## config.mk

```make
export PLATFORM = sky130hd
export DESIGN_NAME = acc_datapath
export DESIGN_NICKNAME = d
export VERILOG_FILES = /design/src/rtl/acc_pkg.sv /design/src/rtl/acc_alu.sv /design/src/rtl/acc_hold_reg.sv /design/src/rtl/acc_pc.sv /design/src/rtl/acc_datapath.sv
export SDC_FILE = /design/constraint.sdc
export NUM_CORES = 1
export LEC_CHECK = 0
export BUFFER_PORTS_ARGS = -buffer_cell sky130_fd_sc_hd__buf_4
export CORE_MARGIN = 2
export CORE_UTILIZATION = 55
export CTS_CLUSTER_DIAMETER = 60
export CTS_CLUSTER_SIZE = 10
export DETAILED_ROUTE_END_ITERATION = 8
export PLACE_DENSITY = 0.93
export SETUP_SLACK_MARGIN = 0.05
export SYNTH_ARGS = -nofsm -noshare
export SYNTH_HDL_FRONTEND = slang
export SYNTH_SLANG_ARGS = --single-unit
```

## constraint.sdc

```tcl
create_clock -name clk -period 9.1 [get_ports clk]
set_input_delay 0.455 -clock clk [delete_from_list [all_inputs] [get_ports clk]]
set_output_delay 0.455 -clock clk [all_outputs]
set_load 0.05 [all_outputs]
```

## src/rtl/acc_pkg.sv

```systemverilog
`timescale 1ns/1ps
package acc_pkg;
  typedef struct packed {
    logic zx;
    logic nx;
    logic zy;
    logic ny;
    logic f_add;
    logic neg_out;
    logic cin;
  } alu_ctl_t;
endpackage

```

## src/rtl/acc_alu.sv

```systemverilog
`timescale 1ns/1ps
module acc_alu
  import acc_pkg::*;
#(
  parameter int WIDTH = 16
) (
  input  logic [WIDTH-1:0] x_in,
  input  logic [WIDTH-1:0] y_in,
  input  alu_ctl_t         ctl,
  output logic [WIDTH-1:0] res,
  output logic             zr,
  output logic             ng
);
  localparam int MSB = WIDTH - 1;

  logic [1:0][WIDTH-1:0] raw;
  logic [1:0][WIDTH-1:0] cond;
  logic [1:0]            zero_bit;
  logic [1:0]            inv_bit;
  logic [WIDTH-1:0]      core;

  assign raw[0]      = x_in;
  assign raw[1]      = y_in;
  assign zero_bit[0] = ctl.zx;
  assign zero_bit[1] = ctl.zy;
  assign inv_bit[0]  = ctl.nx;
  assign inv_bit[1]  = ctl.ny;

  for (genvar k = 0; k < 2; k++) begin : g_opnd
    logic [WIDTH-1:0] zeroed;
    assign zeroed  = zero_bit[k] ? '0 : raw[k];
    assign cond[k] = inv_bit[k] ? ~zeroed : zeroed;
  end

  always_comb begin
    if (ctl.f_add) core = cond[0] + cond[1] + {{MSB{1'b0}}, ctl.cin};
    else           core = cond[0] & cond[1];
  end

  assign res = ctl.neg_out ? ~core : core;
  assign zr  = (res == '0);
  assign ng  = res[MSB];
endmodule

```

## src/rtl/acc_hold_reg.sv

```systemverilog
`timescale 1ns/1ps
module acc_hold_reg #(
  parameter int WIDTH = 16
) (
  input  logic             clk,
  input  logic             ld,
  input  logic [WIDTH-1:0] d,
  output logic [WIDTH-1:0] q
);
  logic [WIDTH-1:0] nxt;

  assign nxt = ld ? d : q;

  always_ff @(posedge clk) q <= nxt;
endmodule

```

## src/rtl/acc_pc.sv

```systemverilog
`timescale 1ns/1ps
module acc_pc #(
  parameter int WIDTH = 16
) (
  input  logic             clk,
  input  logic             rst,
  input  logic             ld,
  input  logic             inc,
  input  logic [WIDTH-1:0] ld_val,
  output logic [WIDTH-1:0] pc
);
  localparam logic [WIDTH-1:0] ONE = WIDTH'(1);

  always_ff @(posedge clk) begin
    if (rst)      pc <= '0;
    else if (ld)  pc <= ld_val;
    else if (inc) pc <= pc + ONE;
  end
endmodule

```

## src/rtl/acc_datapath.sv

```systemverilog
`timescale 1ns/1ps
module acc_datapath
  import acc_pkg::*;
#(
  parameter int WIDTH = 16
) (
  input  logic             clk,
  input  logic             rst,
  input  logic [WIDTH-1:0] rom_word,
  input  logic [WIDTH-1:0] mem_rdata,
  input  logic             sel_y_mem,
  input  logic             sel_a_rom,
  input  logic             ld_a,
  input  logic             ld_d,
  input  logic             ld_pc,
  input  logic             inc_pc,
  input  logic             zx,
  input  logic             nx,
  input  logic             zy,
  input  logic             ny,
  input  logic             f_add,
  input  logic             neg_out,
  input  logic             cin,
  output logic [WIDTH-1:0] pc,
  output logic [WIDTH-1:0] a_addr,
  output logic [WIDTH-1:0] alu_out,
  output logic             zr,
  output logic             ng
);
  alu_ctl_t         ctl;
  logic [WIDTH-1:0] d_q;
  logic [WIDTH-1:0] y_opnd;
  logic [WIDTH-1:0] a_src;

  assign ctl    = '{zx: zx, nx: nx, zy: zy, ny: ny,
                    f_add: f_add, neg_out: neg_out, cin: cin};
  assign y_opnd = sel_y_mem ? mem_rdata : d_q;
  assign a_src  = sel_a_rom ? rom_word : alu_out;

  acc_alu #(.WIDTH(WIDTH)) u_alu (
    .x_in (d_q),
    .y_in (y_opnd),
    .ctl  (ctl),
    .res  (alu_out),
    .zr   (zr),
    .ng   (ng)
  );

  acc_hold_reg #(.WIDTH(WIDTH)) u_areg (
    .clk (clk),
    .ld  (ld_a),
    .d   (a_src),
    .q   (a_addr)
  );

  acc_hold_reg #(.WIDTH(WIDTH)) u_dreg (
    .clk (clk),
    .ld  (ld_d),
    .d   (alu_out),
    .q   (d_q)
  );

  acc_pc #(.WIDTH(WIDTH)) u_pc (
    .clk    (clk),
    .rst    (rst),
    .ld     (ld_pc),
    .inc    (inc_pc),
    .ld_val (a_addr),
    .pc     (pc)
  );
endmodule

```

After elaboration in Yosys (flattened, before gate mapping)
Index checks and enable logic that the tools add are counted.

Mux-type cells: 10. Bitwise logic cells: 4. Add/subtract/negate cells: 3. Reductions and logical operators: 2.

Operator list (number): 2-to-1 mux 16 bit (10); NOT 16 bit (3); adder 16 x 1 -> 16 bit (1); adder 16 x 1 -> 16 bit (second input constant) (1); adder 16 bit (1); bitwise AND 16 bit (1); logical NOT 16 bit (1); nonzero test 2 bit (1).

Bits in registers: 48. Output and inout port bits: 50. Logic and storage cells: 22. Input port bits: 47.

Logic depth before layout (Yosys ltp)
Gate-level depths: netlist (run 1).

Depth after elaboration: 10. Depth in mapped cells: 16.

By module
Synthesis (run 1) repeated with hierarchy kept, for this count alone.

Cells, all modules: 464. Area, all modules: 4534.3 µm².

Modules (own cells, without submodules): acc_alu (cells each 284, instances 1, area each 2090.8 µm²); acc_pc (cells each 112, instances 1, area each 984.7 µm²); acc_hold_reg (cells each 16, instances 2, area each 480.5 µm²); acc_datapath (cells each 36, instances 1, area each 498.0 µm²).

Worst setup path before layout (run 1)
Ideal clock, no wire load.

Path type: input to output. Start point: input sel_y_mem. End point: output zr. Arrival: 4.825 ns. Setup slack: 3.820 ns. Cell stages on the path: 14. Path through: clkbuf_1 -> buf_1 -> mux2i_1 -> nor2_1 -> xor2_1 -> ha_1 -> a21o_1 -> or3_1 -> o221ai_2 -> a21oi_1 -> o311ai_0 -> xor2_1 -> nand4b_1 -> nor4_2.

Cells in the longest elaborated chain, start to end: 10.

RTL lines: start: declaration (line acc_datapath.sv:11) `input logic sel_y_mem,`; 2-to-1 mux 16 bit (*) (line acc_datapath.sv:37) `assign y_opnd = sel_y_mem ? mem_rdata : d_q;`; 2-to-1 mux 16 bit (*) (line acc_alu.sv:31) `assign zeroed = zero_bit[k] ? '0 : raw[k];`; NOT 16 bit (line acc_alu.sv:32) `assign cond[k] = inv_bit[k] ? ~zeroed : zeroed;`; 2-to-1 mux 16 bit (*) (line acc_alu.sv:32); adder 16 bit (line acc_alu.sv:36) `if (ctl.f_add) core = cond[0] + cond[1] + {{MSB{1'b0}}, ctl.cin};`; adder 16 x 1 -> 16 bit (line acc_alu.sv:36); 2-to-1 mux 16 bit (*) (line acc_alu.sv:36); NOT 16 bit (line acc_alu.sv:40) `assign res = ctl.neg_out ? ~core : core;`; 2-to-1 mux 16 bit (*) (line acc_alu.sv:40); named net alu_out[12] (line acc_datapath.sv:26) `output logic [WIDTH-1:0] alu_out,`; logical NOT 16 bit (*) (line acc_alu.sv:41) `assign zr = (res == '0);`; end: declaration (line acc_datapath.sv:27) `output logic zr,`.

Mark *: on every way through the listed nets, which the timed path passes. The rest lies on a longest branch.

Final worst setup path (run 1)
Start point: input sel_y_mem. End point: output zr.

Cells in the longest elaborated chain, start to end: 10.

RTL lines (line): 2-to-1 mux 16 bit (*) (acc_datapath.sv:37); 2-to-1 mux 16 bit (*) (acc_alu.sv:31); NOT 16 bit (acc_alu.sv:32); 2-to-1 mux 16 bit (*) (acc_alu.sv:32); adder 16 bit (acc_alu.sv:36); adder 16 x 1 -> 16 bit (acc_alu.sv:36); 2-to-1 mux 16 bit (*) (acc_alu.sv:36); NOT 16 bit (acc_alu.sv:40); 2-to-1 mux 16 bit (*) (acc_alu.sv:40); logical NOT 16 bit (*) (acc_alu.sv:41).

Mark *: on every way between the ends. The rest lies on a longest branch, timed or not.

==> results of run 1 <==
[state kept, by name, indices dropped and copies added, names as in the netlist]
signal and flops:
u_pc.pc 16, u_dreg.q 16, u_areg.q 16
[path summary, 6_finish.rpt]
path / endpoint / slack (ps)
worst min-delay path: u_areg.q[3]$_DFFE_PP_ / 430
worst max-delay path: zr / 4570
worst min register to register: u_pc.pc[1]$_SDFFE_PP0P_ / 530
worst max register to register: u_areg.q[15]$_DFFE_PP_ / 5550
[final cells by class]
cell class              instances  share of cell area (%)
inverters                      17                   1.388
multi-input cells             334                   50.79
clock inverters                 2                  0.2994
repair buffers                 96                   15.68
flip-flops and latches         48                   27.87
well taps                      80                   2.177
clock buffers                   6                   1.796
[synthesized netlist by cell type (all sizes together), types with 2 or more instances]
master,instances,share of area [%]
nor2,53,5.3
xnor2,37,8.6
edfxtp,32,25
xor2,30,6.9
a21oi,24,3.3
mux2i,22,5.8
o21ai,21,2.9
nand2b,20,3.3
nand2,19,1.9
clkbuf,17,1.7
ha,17,5.6
inv,17,1.7
dfxtp,16,8.5
or3,10,1.7
mux2,9,2.7
nand3,9,1.2
nor3,9,1.2
a31oi,8,1.3
buf,8,1.2
nor2b,6,0.99
nand4,5,0.83
o21a,4,0.79
o31a,3,0.69
a2111oi,2,0.46
a21o,2,0.40
and3,2,0.33
fa,2,1.1
nor4,2,0.50
o211ai,2,0.40
[critical path, cell delays in order]
cell and delay (ps):
buf_4 270, mux2i_1 220, nor2_1 70, xor2_1 180, inv_1 70, fa_1 410, fa_1 420, nor2b_1 190
o21a_1 180, o21ai_0 120, a31o_2 260, xnor2_1 200, nand3_1 110, nor4_1 250, nand3_1 150, nor4_2 260
buf_4 250
[kinds of logic after synthesis]
| family | share of synthesized area [%] |
|---|---|
| AND/OR/NAND/NOR | 18.76 |
| AO/OA/AOI/OAI | 12.22 |
| XOR/XNOR | 15.49 |
| flip-flops | 33.82 |
| buffers and inverters | 4.557 |
| multiplexers | 8.487 |
| adder cells (fa/ha/maj) | 6.671 |
[power by group through the flow]
stage | Combinational (mW) | Sequential, mW | Clock (mW)
finish | 0.675 | 0.311 | 0.140
global route | 0.715 | 0.314 | 0.153
CTS | 0.667 | 0.310 | 0.142
detailed placement | 0.661 | 0.314 | 0
global placement | 0.638 | 0.313 | 0
floorplan | 0.431 | 0.368 | 0
[metrics by stage]
step | instances | hold WS [ps] | worst slack, ps | utilization, %
3_5_place_dp | 575 | 505.4 | 4606 | 66.98
3_3_place_gp | 575 | 497.8 | 4748 | 66.98
2_1_floorplan | 424 | 567.5 | 3820 | -
4_1_cts | 583 | 435.7 | 4592 | 68.42
6_report | 583 | 430.8 | 4567 | 68.42
5_1_grt | 583 | 439.5 | 4310 | 68.42
[per-layer routing]
layer | track usage [%] | part of all wire (%) | vias to the layer above
met5 | 0 | 0 | -
met4 | 7.528 | 2.7 | 0
met3 | 3.602 | 7.2 | 33
met2 | 47.74 | 50 | 168
met1 | 33.21 | 40 | 1633
li1 | - | - | 1632
[placed cells by master, fill, tap and decap left out, types with 9 or more instances in the layout]
cell type	n
xor2_1	30
nand2_1	19
xnor2_1	37
inv_1	17
edfxtp_1	32
a21oi_1	23
buf_4	96
nand2b_1	20
dfxtp_1	16
ha_1	17
o21ai_0	20
nor3_1	9
nor2_1	53
mux2i_1	22
nand3_1	9
or3_1	10
==> flow_summary_export.csv, run 1 <==
group,metric,value,unit
run_status,status,"completed",
critical_path,rr_worst_depth,14,
place,place_area,4501,sq um
clocking,clkSinkCount,48,
synthesis,synth_edf_count,32,
final_layout,fin_nets,568,
grt,grt_overflow_total,0,
worst_hold_path,whs_path_depth,3,
final_layout,seqCellArea,1281,sq um
route,drt_iter0_markers,177,
final_layout,multi_input_area,2335,sq um
grt,antenna_found_initial,0,
synthesis,ys_seq_area_share,33.82,%
route,vias_per_cell,5.945,
route,routedWlPerCell,17.17,um
power,switching_share,48.56,%
clocking,cts_tree,"built",
timing,fmax,220.6,MHz
grt,grt_pass1_wl,15.88,mm
timing,setup_viol,0,
critical_path,critical_path_arrival,4080,ps
power,clockPowerShare,12.5,%
synthesis,yosysWarnings,0,
critical_path,critPathLaunch,"sel_y_mem",
critical_path,critPathKind,"primary input to output pin",
route,drt_wl_total,10.01,mm
timing,slew_viol_final,0,
timing,slew_headroom,46.19,%
critical_path,path_max_fanout,16,
timing,fin_setup_tns,0,ps
clocking,numCtsBuffers,5,
clocking,root_buffer,"clkbuf_8",
place,gp_congestion,0.9413,
synthesis,syn_nets,490,
die,fp.dieArea,7568,sq um
clocking,clockBufferDepth,2,
power,irDropWorstVdd,84.37,uV
place,port_buffers,96,
route,firstDrtPassIters,5,
worst_hold_path,hold_path.class,"primary input to flip-flop",
route,drc,0,
final_layout,fin_area,4597,sq um
power,powerDensity,244.9,nW/um^2
synthesis,async_flop_share,0,%
synthesis,ys_ff_latch,48,
synthesis,avgSynthCellArea,8.935,sq um
final_layout,num_antenna_cells,0,
timing,period_minus_slack,4533,ps
power,share_comb_of_total_power,59.9,%
timing,skew,4.244,ps
power,leakagePower,1.965,nW
final_layout,area_delta_synth_final,21.33,%
place,dpl.hpwl,7.641,mm
timing,hold_viol_final,0,
final_layout,fillers,496,
power,power_switching,0.5467,mW
synthesis,synth_area,3789,sq um
die,coreArea,6719,sq um
grt,grt_usage,26.60,%
die,die_w,87.00,um
power,power,1.126,mW
timing,rsz0062_at_grt,"no",
clocking,cts_hold_buffers,0,
clocking,cts.repair.resized,0,
clocking,post_cts_buffers,0,
synthesis,ys.flop_type,"edfxtp_1",
critical_path,required,8650,ps
clocking,cts_htree_levels,2,
grt,grt_pass1_vias,3318,
synthesis,yosys.cell_types.count,51,
route,drtAntennaViolNets,0,
synthesis,synthCells,424,
die,die_h,87.00,um
power,p_seq_share,27.6,%
die,rows,30,
clocking,clkTransAtPathRegs,100,ps
final_layout,drive_gt1_share,23.46,%
die,start_util,56.39,%
die,ios,97,
timing,tightest_slew,801.4,ps
critical_path,critPathLaunchType,"primary input",
worst_hold_path,hp-start,"rom_word[3]",
clocking,clk_latency,310,ps
grt,grt_max_degree,35,
power,power.internal,0.5792,mW
timing,fin_crit_sh,49.81,%
critical_path,r2r_start,"u_dreg.q[0]$_DFFE_PP_",
run,max-cap-violations,0,
critical_path,end_kind,"output pin",
route,vias,3466,
Note: power is estimated with default switching activity, not from simulation.
==> run 2, diff against run 1 <==
Settings changed: CORE_UTILIZATION 55 to 49, PLACE_DENSITY 0.93 to 0.89.
Clock period 9.1 ns to 3.95 ns, I/O delays scaled along.
==> run 2 against run 1 <==
Net effect:
- worst hold slack worse by 260 ps
- final cell count up 4.8%
- critical endpoint unchanged
- clock skew up 3.0 ps
- sequential cell count did not move
- the flow now finishes with violations (negative setup slack)
- largest power group unchanged
==> flow_summary_export.csv, run 2 (synthesis gave the netlist of run 1 again) <==
group,metric,value,unit
run_status,status,"finished, violations left",
run_status,violations,"negative setup slack",
clocking,clk_latency,310,ps
place,dp_slack,114.1,ps
critical_path,end_kind,"output pin",
final_layout,largestRegisters,"u_areg.q: 16 flops, u_dreg.q: 16 flops, u_pc.pc: 16 flops",
die,die_h,91.93,um
power,irDropWorstVdd,271.2,uV
power,switching_share,47.64,%
timing,hold_ws,170.7,ps
clocking,cts_tree,"built",
route,drtAntennaViolNets,0,
die,ios,97,
place,gp_congestion,0.9029,
timing,fin_setup_tns,-34.87,ps
place,port_buffers,96,
clocking,cts_hold_buffers,0,
timing,slew_viol_final,0,
final_layout,drive_gt1_share,27.31,%
critical_path,critPathKind,"flip-flop to output pin",
clocking,cts_htree_levels,2,
grt,grt_overflow_total,0,
die,rows,32,
power,power,2.759,mW
clocking,root_buffer,"clkbuf_8",
critical_path,required,3750,ps
final_layout,final_cell_mix,"100 x buf_4, 53 x nor2_1, 33 x xnor2_1, 32 x edfxtp_1, 29 x xor2_1",
timing,period_minus_slack,3985,ps
die,fp.dieArea,8451,sq um
timing,rsz0062_at_grt,"yes",
clocking,clockBufferDepth,2,
power,clockPowerShare,13.2,%
timing,fin_crit_sh,100.9,%
place,numPlacedInstances,599,
route,drt_wl_total,10.05,mm
die,die_w,91.93,um
critical_path,slowest_stage,"edfxtp_1",
timing,tightest_slew,586.2,ps
critical_path,critPathLaunchType,"flip-flop",
power,share_comb_of_total_power,60.8,%
worst_hold_path,hold_path.class,"primary input to flip-flop",
final_layout,fillers,623,
critical_path,crit_chain,"mux2i_1 > nor2_1 > xor2_1 > inv_1 > fa_2 > fa_2 > nor2b_2 > o31a_1 > o221ai_4 > a21oi_2 > o21ai_0 > o311ai_2 > xor2_4 > nand4b_1 > nor4_4 > buf_6",
timing,setup_viol,1,
route,vias,3484,
grt,grt_max_degree,35,
timing,fin_ws,-34.87,ps
timing,fmax,250.9,MHz
route,routedWlPerCell,16.45,um
critical_path,crit_path_max_incr_delay,390,ps
timing,hold_viol_final,0,
timing,slew_headroom,60.64,%
run,max-cap-violations,0,
grt,antenna_found_initial,0,
final_layout,num_antenna_cells,0,
power,powerDensity,572.1,nW/um^2
die,coreArea,7607,sq um
critical_path,cp_common_cell,"fa_2",
route,firstDrtPassIters,5,
route,drc,0,
clocking,clkTransAtPathRegs,100,ps
clocking,numCtsBuffers,5,
place,place_area,4622,sq um
power,p_seq_share,26.1,%
route,vias_per_cell,5.702,
place,dpl.hpwl,7.322,mm
power,power.internal,1.445,mW
die,start_util,49.80,%
clocking,clkSinkCount,48,
final_layout,fin_nets,574,
final_layout,area_delta_synth_final,27.31,%
power,power_switching,1.315,mW
route,drt_iter0_markers,179,
final_layout,fin_cells,611,
timing,skew,7.268,ps
grt,grt_usage,23.39,%
critical_path,critical_path_arrival,3790,ps
critical_path,path_max_fanout,4,
final_layout,final_common_cell,"buf_4",
power,leakagePower,2.045,nW
final_layout,fin_area,4823,sq um
grt,grt_pass1_vias,3392,
grt,grt_pass1_wl,16.06,mm
final_layout,utilization,63.40,%
[run 2: cell types whose count changed in the layout (fill, tap and decap cells not counted), moves of 2 or more]
cell     before  now
xnor2_1      37   33
fa_1          2    0
a21oi_1      23   21
buf_4        96  100
xnor2_2       0    3
fa_2          0    2
a21oi_2       1    3
[run 2: final cells by class]
type,count,area (sq um),share of cell area (%)
multi-input combinational,334,2455,50.89
clock inverter,1,8.758,0.1816
clock buffer,7,107.6,2.231
inverter,17,66.31,1.375
tap,102,127.6,2.646
timing repair buffer,102,777.0,16.11
sequential,48,1281,26.56
[run 2: power by group through the flow]
| stage | clock (mW) | combinational (mW) | sequential (mW) |
|---|---|---|---|
| 2_1_floorplan | 0 | 1.04 | 0.848 |
| 3_3_place_gp | 0 | 1.53 | 0.724 |
| 3_5_place_dp | 0 | 1.57 | 0.726 |
| 4_1_cts | 0.369 | 1.61 | 0.717 |
| 5_1_grt | 0.391 | 1.78 | 0.728 |
| 6_report | 0.364 | 1.68 | 0.719 |
[run 2: worst paths after layout]
check,start,to,slack (ps),cells past startpoint
max reg2reg,u_dreg.q[6]$_DFFE_PP_,u_areg.q[15]$_DFFE_PP_,420,12
max,u_dreg.q[0]$_DFFE_PP_,zr,-30,16
min reg2reg,u_areg.q[10]$_DFFE_PP_,u_pc.pc[10]$_SDFFE_PP0P_,530,2
min,rom_word[10],u_areg.q[10]$_DFFE_PP_,170,3
[run 2: worst max-delay path: cells and delay by family, from the launching register on]
kind | cells | cell delay [ps]
AO/OA/AOI/OAI | 5 | 850
adder cells (fa/ha/maj) | 2 | 760
AND/OR/NAND/NOR | 4 | 720
flip-flops | 1 | 390
XOR/XNOR | 2 | 330
buffers and inverters | 2 | 280
multiplexers | 1 | 130
[run 2: repair_timing]
action	in CTS	in global routing
pin swaps	4	3
gates resized for setup	5	10
setup buffers	2	4
setup endpoints to repair	2	5
[run 2: per-layer routing]
layer  up-vias  global-route usage (%)  part of all wire (%)
met5         -                       0                     0
met4         0                   9.577                   2.2
met3        27                   4.437                   7.4
met2       156                   41.91                    51
met1      1662                   27.35                    39
li1       1639                       -                     -
==> run 3, diff against run 2 <==
Settings changed: BUFFER_PORTS_ARGS -buffer_cell sky130_fd_sc_hd__buf_4 to default, CORE_UTILIZATION 49 to 55, DONT_BUFFER_PORTS from default to 1, PLACE_DENSITY 0.89 to 0.84, SYNTH_HIERARCHICAL from default to 1.
==> run 3 against run 2 <==
Net effect:
- register-to-register slack got worse by 100 ps
- worst hold slack got worse by 160 ps
- routed wire length rose by 15%
- largest cell class unchanged
- non-clock buffer count fell by 74
- setup slack got worse by 340 ps
- total power fell by 0.22%
- clock skew rose by 1.6 ps
- combinational power fell by 10%
- the run still ends with negative setup slack left
- final cell count fell by 5.9%
- via count rose by 3.9%
==> flow_summary_export.csv, run 3 <==
group,metric,value,unit
run,max-cap-violations,0,
critical_path,critPathLaunchType,"flip-flop",
grt,antenna_found_initial,0,
critical_path,critical_path_arrival,4120,ps
clocking,root_buffer,"clkbuf_8",
critical_path,end_kind,"output pin",
synthesis,yosys.area.top_type,"edfxtp_1",
timing,fin_setup_tns,-370.2,ps
clocking,clk_latency,310,ps
synthesis,synth_top_area_share,21.19,%
clocking,clockBufferDepth,2,
die,die_h,94.80,um
place,numPlacedInstances,558,
route,drt_wl_total,11.58,mm
synthesis,ys_seq_area_share,28.26,%
power,irDropWorstVdd,200.1,uV
synthesis,yosysWarnings,6,
timing,skew,8.847,ps
final_layout,utilization,61.32,%
route,drt_iter0_markers,343,
synthesis,ys.flop_type,"edfxtp_1",
power,power,2.753,mW
grt,grt_overflow_total,0,
die,rows,33,
final_layout,fin_area,4962,sq um
final_layout,fin_cells,575,
clocking,clkTransAtPathRegs,100,ps
timing,slew_viol_final,0,
die,start_util,56.03,%
critical_path,r2r_start,"u_dreg/q[0]$_DFFE_PP_",
timing,slew_headroom,37.03,%
synthesis,synthCells,464,
route,drc,0,
power,leakagePower,1.930,nW
grt,grt_max_degree,37,
place,gp_congestion,0.9384,
clocking,numCtsBuffers,5,
synthesis,syn_nets,530,
critical_path,crit_path_max_incr_delay,520,ps
synthesis,synth_edf_count,32,
timing,period_minus_slack,4320,ps
critical_path,crit_chain,"mux2_4 > nand2b_4 > xnor2_4 > inv_2 > fa_2 > fa_2 > xnor2_1 > mux2_4 > or4_4 > nor3_2 > mux2i_1 > nor4b_2 > nand4bb_1 > nor4b_4 > buf_12",
place,place_area,4686,sq um
synthesis,avgSynthCellArea,9.772,sq um
place,dpl.hpwl,8.406,mm
timing,fin_ws,-370.2,ps
clocking,cts_tree,"built",
grt,grt_pass1_wl,16.75,mm
power,powerDensity,554.8,nW/um^2
critical_path,path_max_fanout,2,
route,drtAntennaViolNets,0,
place,dp_slack,-21.32,ps
final_layout,final_cell_mix,"41 x xnor2_1, 33 x nand2b_1, 32 x edfxtp_1, 29 x a21oi_1, 22 x mux2_4",
worst_hold_path,hold_path.class,"primary input to flip-flop",
timing,rsz0062_at_grt,"yes",
timing,setup_viol,1,
timing,tightest_slew,941.5,ps
timing,hold_viol_final,0,
synthesis,ys_top_cells_by_count,"46 x xnor2_1, 34 x nand2b_1, 32 x edfxtp_1, 30 x a21oi_1",
synthesis,synthTopCellsByArea,"edfxtp_1 21%, xnor2_1 8.9%, dfxtp_1 7.1%",
synthesis,yosys.cell_types.count,65,
clocking,cts_htree_levels,2,
die,ios,97,
die,coreArea,8093,sq um
final_layout,final_common_cell,"xnor2_1",
final_layout,drive_gt1_share,21.49,%
route,routedWlPerCell,20.14,um
grt,grt_pass1_vias,3279,
final_layout,fin_nets,535,
synthesis,synthMostInstantiatedCell,"xnor2_1",
route,vias_per_cell,6.294,
critical_path,critPathLaunch,"u_dreg/q[0]$_DFFE_PP_",
final_layout,num_antenna_cells,0,
critical_path,critPathKind,"flip-flop to output pin",
synthesis,synth_area,4534,sq um
synthesis,async_flop_share,0,%
route,vias,3619,
die,die_w,94.80,um
worst_hold_path,hp-start,"ld_pc",
grt,grt_usage,24.34,%
final_layout,fillers,657,
die,fp.dieArea,8986,sq um
route,firstDrtPassIters,6,
synthesis,ys_ff_latch,48,
final_layout,area_delta_synth_final,9.437,%
timing,hold_ws,13.88,ps
run_status,status,"finished, violations left",
place,port_buffers,0,
clocking,clkSinkCount,48,
critical_path,slowest_stage,"or4_4",
timing,fin_crit_sh,109.4,%
critical_path,required,3750,ps
final_layout,largestRegisters,"u_areg/q: 16 flops, u_dreg/q: 16 flops, u_pc/pc: 16 flops",
timing,fmax,231.5,MHz
run_status,violations,"negative setup slack",
[run 3: layer usage]
| metal | GRT usage [%] | wire, um | part of all wire (%) |
|---|---|---|---|
| met1 | 28.43 | 4354 | 38 |
| met2 | 44.68 | 5985 | 52 |
| met3 | 5.666 | 1048 | 9.0 |
| met4 | 6.039 | 194 | 1.7 |
| met5 | 0 | 0 | 0 |
[run 3: layout make-up]
class                      count  area, sq um  share of cell area [%]
multi-input combinational    364         3109                   62.66
sequential                    48         1281                   25.82
timing repair buffer          28        241.5                   4.866
tap                          105        131.4                   2.648
clock buffer                   7        107.6                   2.168
inverter                      22        82.58                   1.664
clock inverter                 1        8.758                  0.1765
[run 3: cell families (layout without fill, tap and decap cells)]
logic type | after synthesis | after routing | share of synthesized area [%]
AND/OR/NAND/NOR | 155 | 155 | 22.77
buffers and inverters | 52 | 58 | 6.071
XOR/XNOR | 62 | 62 | 11.98
multiplexers | 39 | 39 | 11.26
AO/OA/AOI/OAI | 89 | 89 | 14.10
adder cells (fa/ha/maj) | 19 | 19 | 5.574
flip-flops | 48 | 48 | 28.26
[run 3: worst paths after layout]
path | to | slack, ps | cells after the start
worst max-delay path | zr | -370 | 15
worst min-delay path | u_pc/pc[7]$_SDFFE_PP0P_ | 10 | 1
worst max register to register | u_areg/q[14]$_DFFE_PP_ | 320 | 16
worst min register to register | u_pc/pc[5]$_SDFFE_PP0P_ | 870 | 2
[run 3: worst max-delay path, delay by kind of cell, from the launching register on]
| family | cells | cell delay (ps) |
|---|---|---|
| XOR/XNOR | 2 | 260 |
| adder cells (fa/ha/maj) | 2 | 720 |
| buffers and inverters | 2 | 240 |
| flip-flops | 1 | 410 |
| multiplexers | 3 | 660 |
| AND/OR/NAND/NOR | 6 | 1530 |
[run 3: power by group]
group | switching, mW | internal (mW)
Combinational | 0.900 | 0.613
Sequential | 0.218 | 0.653
Clock | 0.188 | 0.182
[run 3: repair_timing]
item	in CTS	in global routing
resized for setup	3	10
pin swaps	1	5
hold buffers	5	1
hold endpoints to repair	39	1
endpoints found under the setup margin	2	5
buffers inserted	0	3
